$ cat src/rtl/pport_pkg.sv
package pport_pkg;

  typedef enum logic [1:0] {
    SEL_NONE = 2'd0,
    SEL_DATA = 2'd1,
    SEL_DIR  = 2'd2
  } pport_sel_e;

endpackage

$ cat src/rtl/pport_rst_sync.sv
module pport_rst_sync (
  input  logic clk,
  input  logic rst_n,
  output logic rst_int_n
);

  logic [1:0] shf_q;
  logic [1:0] shf_d;

  always_comb begin
    shf_d = {shf_q[0], 1'b1};
  end

  always_ff @(posedge clk or negedge rst_n) begin
    if (!rst_n) shf_q <= 2'b00;
    else        shf_q <= shf_d;
  end

  assign rst_int_n = shf_q[1];

endmodule

$ cat src/rtl/pport_decode.sv
module pport_decode
  import pport_pkg::*;
#(
  parameter int AW       = 4,
  parameter int DATA_OFS = 0,
  parameter int DIR_OFS  = 4
) (
  input  logic [AW-1:0] addr,
  output pport_sel_e    sel
);

  localparam logic [AW-1:0] DATA_A = AW'(DATA_OFS);
  localparam logic [AW-1:0] DIR_A  = AW'(DIR_OFS);

  always_comb begin
    if (addr == DATA_A)     sel = SEL_DATA;
    else if (addr == DIR_A) sel = SEL_DIR;
    else                    sel = SEL_NONE;
  end

endmodule

$ cat src/rtl/pport_in_sync.sv
module pport_in_sync #(
  parameter int W      = 8,
  parameter int STAGES = 2
) (
  input  logic         clk,
  input  logic         rst_n,
  input  logic [W-1:0] pin_async,
  output logic [W-1:0] pin_sync
);

  localparam int NST = (STAGES < 2) ? 2 : STAGES;

  logic [W-1:0] stg_q [NST];
  logic [W-1:0] stg_d [NST];

  always_comb begin
    stg_d[0] = pin_async;
  end

  for (genvar k = 1; k < NST; k++) begin : g_chain
    always_comb begin
      stg_d[k] = stg_q[k-1];
    end
  end

  for (genvar k = 0; k < NST; k++) begin : g_flop
    always_ff @(posedge clk or negedge rst_n) begin
      if (!rst_n) stg_q[k] <= '0;
      else        stg_q[k] <= stg_d[k];
    end
  end

  assign pin_sync = stg_q[NST-1];

endmodule

$ cat src/rtl/pport_regs.sv
module pport_regs
  import pport_pkg::*;
#(
  parameter int W = 8
) (
  input  logic         clk,
  input  logic         rst_n,
  input  pport_sel_e   sel,
  input  logic         wr_en,
  input  logic [W-1:0] wdata,
  output logic [W-1:0] lat_q,
  output logic [W-1:0] dir_q
);

  logic         lat_en;
  logic         dir_en;
  logic [W-1:0] lat_d;
  logic [W-1:0] dir_d;

  always_comb begin
    lat_en = wr_en && (sel == SEL_DATA);
    dir_en = wr_en && (sel == SEL_DIR);
    lat_d  = lat_en ? wdata : lat_q;
    dir_d  = dir_en ? wdata : dir_q;
  end

  always_ff @(posedge clk or negedge rst_n) begin
    if (!rst_n) begin
      lat_q <= '0;
      dir_q <= '0;
    end else begin
      lat_q <= lat_d;
      dir_q <= dir_d;
    end
  end

endmodule

$ cat src/rtl/pport_rd_mux.sv
module pport_rd_mux
  import pport_pkg::*;
#(
  parameter int W = 8
) (
  input  pport_sel_e   sel,
  input  logic [W-1:0] lat,
  input  logic [W-1:0] dir,
  input  logic [W-1:0] pin_sync,
  output logic [W-1:0] rdata
);

  logic [W-1:0] mix;

  for (genvar i = 0; i < W; i++) begin : g_bit
    assign mix[i] = dir[i] ? lat[i] : pin_sync[i];
  end

  always_comb begin
    unique case (sel)
      SEL_DATA: rdata = mix;
      SEL_DIR:  rdata = dir;
      default:  rdata = '0;
    endcase
  end

endmodule

$ cat src/rtl/bidir_pport.sv
module bidir_pport
  import pport_pkg::*;
#(
  parameter int WIDTH       = 8,
  parameter int ADDR_W      = 4,
  parameter int DATA_OFS    = 0,
  parameter int DIR_OFS     = 4,
  parameter int SYNC_STAGES = 2
) (
  input  logic              clk,
  input  logic              rst_n,
  input  logic [ADDR_W-1:0] bus_addr,
  input  logic              bus_wr_en,
  input  logic [WIDTH-1:0]  bus_wdata,
  output logic [WIDTH-1:0]  bus_rdata,
  input  logic [WIDTH-1:0]  pin_in,
  output logic [WIDTH-1:0]  pin_oe,
  output logic [WIDTH-1:0]  pin_out
);

  logic             rst_int_n;
  pport_sel_e       sel;
  logic [WIDTH-1:0] lat_q;
  logic [WIDTH-1:0] dir_q;
  logic [WIDTH-1:0] pin_sync;

  pport_rst_sync i_rst_sync (
    .clk       (clk),
    .rst_n     (rst_n),
    .rst_int_n (rst_int_n)
  );

  pport_decode #(
    .AW       (ADDR_W),
    .DATA_OFS (DATA_OFS),
    .DIR_OFS  (DIR_OFS)
  ) i_decode (
    .addr (bus_addr),
    .sel  (sel)
  );

  pport_regs #(.W(WIDTH)) i_regs (
    .clk   (clk),
    .rst_n (rst_int_n),
    .sel   (sel),
    .wr_en (bus_wr_en),
    .wdata (bus_wdata),
    .lat_q (lat_q),
    .dir_q (dir_q)
  );

  pport_in_sync #(.W(WIDTH), .STAGES(SYNC_STAGES)) i_in_sync (
    .clk       (clk),
    .rst_n     (rst_int_n),
    .pin_async (pin_in),
    .pin_sync  (pin_sync)
  );

  pport_rd_mux #(.W(WIDTH)) i_rd_mux (
    .sel      (sel),
    .lat      (lat_q),
    .dir      (dir_q),
    .pin_sync (pin_sync),
    .rdata    (bus_rdata)
  );

  assign pin_oe  = dir_q;
  assign pin_out = lat_q;

endmodule

$ cat config.mk
export PLATFORM = sky130hd
export DESIGN_NAME = bidir_pport
export DESIGN_NICKNAME = d
export VERILOG_FILES = /design/src/rtl/pport_pkg.sv /design/src/rtl/pport_rst_sync.sv /design/src/rtl/pport_decode.sv /design/src/rtl/pport_in_sync.sv /design/src/rtl/pport_regs.sv /design/src/rtl/pport_rd_mux.sv /design/src/rtl/bidir_pport.sv
export SDC_FILE = /design/constraint.sdc
export NUM_CORES = 1
export LEC_CHECK = 0
export BUFFER_PORTS_ARGS = -buffer_cell sky130_fd_sc_hd__buf_2
export CORE_MARGIN = 5
export CORE_UTILIZATION = 48
export DETAILED_ROUTE_END_ITERATION = 7
export PLACE_DENSITY = 0.88
export SLEW_MARGIN = 15
export SYNTH_ARGS = -nofsm -noshare
export SYNTH_HDL_FRONTEND = slang
export SYNTH_HIERARCHICAL = 1
export SYNTH_SLANG_ARGS = --single-unit
$ cat constraint.sdc
create_clock -name clk -period 1.6 [get_ports clk]
set_input_delay 0.08 -clock clk [delete_from_list [all_inputs] [get_ports clk]]
set_output_delay 0.08 -clock clk [all_outputs]
set_load 0.05 [all_outputs]
==> results.md <==
- The multiplexer area fraction after synthesis is 19.2%.
- In this run the core area contains 19 standard-cell rows.
- Leaving out fill and tap cells, the most frequent cell in the layout is sky130_fd_sc_hd__buf_2.
- The power share of the sequential group is 41.2%.
- The TritonCTS clock tree is built.
- The sum of net half-perimeters after detailed placement is 2.00 mm.
- The compound-gate portion of the synthesized area is 5.75%.
- IR analysis of the VDD net gives a maximum drop of 0.000999 V.
- The area taken by multi-input logic gates is 648 um2.
- The I/O pin total is 47.
- Sequential elements use 65.2% of the synthesized area.
- Buffers placed on the I/O ports in this run total 46.
- The buffer levels on the longest clock path is 2.
- Combinational logic is responsible for 28.9% of the overall power.
- The area growth from synthesis to layout is 68.9%.
- Power comes to 2.67 mW.
- In this run the worst setup path begins at bus_addr[2].
- The largest fanout of any net on the critical path is 5.
- The standard cell core area is 0.00269 mm2.
- The wire length reported by the detailed router is 2.99 mm.
- The largest delay contributor family on the critical path is buffers and inverters.
- The global-route usage over all layers is 16.3%.
- The fraction of power spent switching nets is 34.4%.
- The logic depth of the worst path, buffers included is 8.
- The net count after synthesis is 105.
- Clock-pin slew was measured on the worst setup and hold paths at 0.10 ns.
- By area, the combinational part of the netlist is dominated by multiplexers.
- The die width is 62.1 um.
- The critical path goes through buf_2 -> nor4_4 -> inv_2 -> ha_4 -> nor2b_4 -> buf_8 -> o2bb2ai_4 -> buf_6.
- The iteration count of the initial detailed-routing pass is 4.
- The power share of the clock group is 29.8%.
- The run finished with clean final reports.
- The number of unique standard cell types used by synthesis is 16.
- The setup total negative slack is 0 ns.
- The cell with the largest stage delay on the worst path is sky130_fd_sc_hd__nor4_4.
- In the post-synthesis netlist, the biggest area contributors are sky130_fd_sc_hd__dfrtp_1 (65%), sky130_fd_sc_hd__mux2_2 (14%), sky130_fd_sc_hd__mux2i_1 (5.4%).
- For the worst setup path, the data arrival time is 1.45 ns.
- Global routing used 26.0% of the available met2 tracks.
- For this run, global-route usage on met3 was measured as 4.86%.
- The tightest min-delay check is of the primary input to async pin type.
- Dividing the final minimum period by the clock period gives 95.9%.
- The setup violation total in the final timing report is 0.
- STA classifies the critical path endpoint as an output port.
- The number of hold-slack violations in the final timing report is 0.
- The warning count from the yosys run is 6.
- The met1 track demand over resource is 20.0%.
- The placed cell area is 0.00179 mm2.
- The count of vias placed by the detailed router is 927.
- The analysis attributes to net switching a power of 919 uW.
- In this design, the stage delay of the slowest critical-path cell is 0.30 ns.
- The maximum frequency from static timing analysis is 0.652 GHz.
- Leaving out fill and tap cells, the most frequent cells in the layout are sky130_fd_sc_hd__buf_2 (38), sky130_fd_sc_hd__dfrtp_1 (34), sky130_fd_sc_hd__dlygate4sd3_1 (17).
- The number of fill cells in the layout is 138.
- Dividing the detail-routed via count by the number of cells gives 4.83.
- The worst register-to-register path begins at i_regs/dir_q[5].
- After detailed routing, the number of remaining DRC violations is 0.
- The die area is 0.00386 mm2.
- The kind of launch point of the worst setup path is a primary input.
- The most used routing layer in global routing is met2.
- The analysis attributes to cell leakage a power of 1.05 nW.
- The largest net degree at the start of global routing is 17.
- The final setup skew is 0.00634 ns.
- The number of cell instances on the worst register-to-register path is 1.
- The H-tree depth is 2.
- Measured along the y axis, the die boundary spans 62.1 um.
- Counting I/O delays and the setup requirement, the final critical path takes 1.53 ns.
- The biggest area consumer among synthesized cells is sky130_fd_sc_hd__dfrtp_1.
- Counting flops and latches in the post-synthesis netlist gives 34.
- The simple-gate area share of the yosys netlist is 6.42%.
- The final cell area excluding filler cells is 0.00220 mm2.
- The initial cell density of the core is 48.6%.
- The total clock sinks is 34.
- For this block, the initial DRC count from the detailed router was 23.
- Summing every instance area after synthesis gives 0.00131 mm2.
- The area fraction of the dominant cell type after synthesis is 65.2%.
- In the final layout, the share of cells above drive strength 1 is 61.5%.
- The number of max-slew violations in the final report is 0.
- Clock tree synthesis selected as its root buffer the cell sky130_fd_sc_hd__clkbuf_4.
- The worst flop-to-flop path endpoint is i_regs/dir_q[5].
- Registers take 851 um2.
- The classification of the worst setup path is primary input to output port.
- The number of global-route vias before repair is 1027.
- The slack of the worst reg-to-reg path is 0.75 ns.
- The number of nets with antenna violations after routing is 0.
- The first-pass GRT wire length is 5.00 mm.
- In the final design database the tool counted 185 nets.
- The post-synthesis adder-cell area fraction is 1.92%.
- After Yosys synthesis, XOR and XNOR cells account for 0% of the synthesized area.
- After synthesis, the mean cell area works out to 16.3 um2.
- The critical path data required time is 1.52 ns.
- The number of antenna violations at the first check in global routing is 0.
- The final weighted congestion in routability-driven placement is 0.717.
- The post-synthesis cell count is 80.
- The TritonCTS buffer count is 5.
- The tool flagged a number of max-cap violations equal to 0.
- The critical path contains buffers and inverters numbering 4 combined.
- The internal power of the cells is 1.75 mW.
- The power density over cell area is 1210 mW/mm2.
- On the final layout, the worst hold slack is 0.0588 ns.
- After detailed routing, the average wire length per cell comes to 15.6 um.
- The leftover overflow at the end of global routing is 0.
- The capturing element of the worst setup path is bus_rdata[6].
- The total inserted antenna cells is 0.
- The clock network latency to the later pin of the worst-skew pair is 0.32 ns.
## worst min path at each step
stage | start | endpoint | slack, ns
2_1_floorplan | rst_n | i_rst_sync/shf_q[0] | -0.22
3_3_place_gp | rst_n | i_rst_sync/shf_q[0] | -0.13
3_5_place_dp | rst_n | i_rst_sync/shf_q[0] | -0.13
4_1_cts | rst_n | i_rst_sync/shf_q[0] | 0.03
5_1_grt | rst_n | i_rst_sync/shf_q[0] | 0.03
6_report | rst_n | i_rst_sync/shf_q[0] | 0.06
## flip-flops by register name (all words and copies together), names as in the netlist
signal,flops
i_in_sync/pin_sync,8
i_in_sync/stg_d,8
i_regs/dir_q,8
i_regs/lat_q,8
i_rst_sync/shf_q,2
## layer usage
metal	vias up	share of wire, %
met5	-	0
met4	0	2.4
met3	9	4.3
met2	29	51
met1	441	42
li1	448	-
## cell families (layout without fill, tap and decap cells)
logic type | after synthesis | after routing
muxes | 23 | 23
adders and majority gates | 2 | 2
AOI/OAI and AO/OA | 9 | 9
DFF | 34 | 34
and+or+nand+nor | 7 | 7
buffers and inverters | 4 | 85
other | 1 | 1
## synth_stat cells
cell type                   instances
sky130_fd_sc_hd__o2bb2ai_1          7
sky130_fd_sc_hd__a21oi_1            1
sky130_fd_sc_hd__nor4b_2            1
sky130_fd_sc_hd__clkbuf_2           1
sky130_fd_sc_hd__dfrtp_1           34
sky130_fd_sc_hd__ha_1               2
sky130_fd_sc_hd__mux2i_1            7
sky130_fd_sc_hd__mux2_2            16
sky130_fd_sc_hd__nand3b_4           2
sky130_fd_sc_hd__inv_1              3
sky130_fd_sc_hd__conb_1             1
sky130_fd_sc_hd__nand2_1            1
sky130_fd_sc_hd__nor4_2             1
sky130_fd_sc_hd__a311oi_1           1
sky130_fd_sc_hd__nand2b_1           1
sky130_fd_sc_hd__nor2b_1            1
## area by class of cell
class / instances / share of cell area (%)
tap: 31 / 1.76
clock buffer: 6 / 2.33
inverter: 3 / 0.511
timing repair buffer: 74 / 24.7
multi-input combinational: 42 / 29.4
sequential: 34 / 38.6
clock inverter: 2 / 2.72
## metrics by stage
step | setup slack (ns) | instances | utilization, %
floorplan | 0.0429 | 80 | -
global placement | -0.185 | 162 | 66.6
detailed placement | -0.266 | 162 | 66.6
CTS | 0.0113 | 189 | 80.1
global route | -0.0423 | 192 | 82.1
finish | 0.0662 | 192 | 82.1
## power groups by stage
stage / registers [mW] / logic, mW / clock network [mW]
after detailed placement: 1.12 / 0.726 / 0
final: 1.10 / 0.773 / 0.798
after floorplan: 1.46 / 0.187 / 0
after global placement: 1.11 / 0.711 / 0
after global routing: 1.12 / 0.811 / 0.859
after CTS: 1.10 / 0.769 / 0.821
## timing repair
item,4_1_cts,5_1_grt
cloned,0,0
endpoints found under the setup margin,8,8
buffers inserted,2,3
gates resized for setup,19,7
pin swaps,1,1
hold buffers,17,0
hold endpoints to repair,25,0
Power figures use the tool's default switching activity.
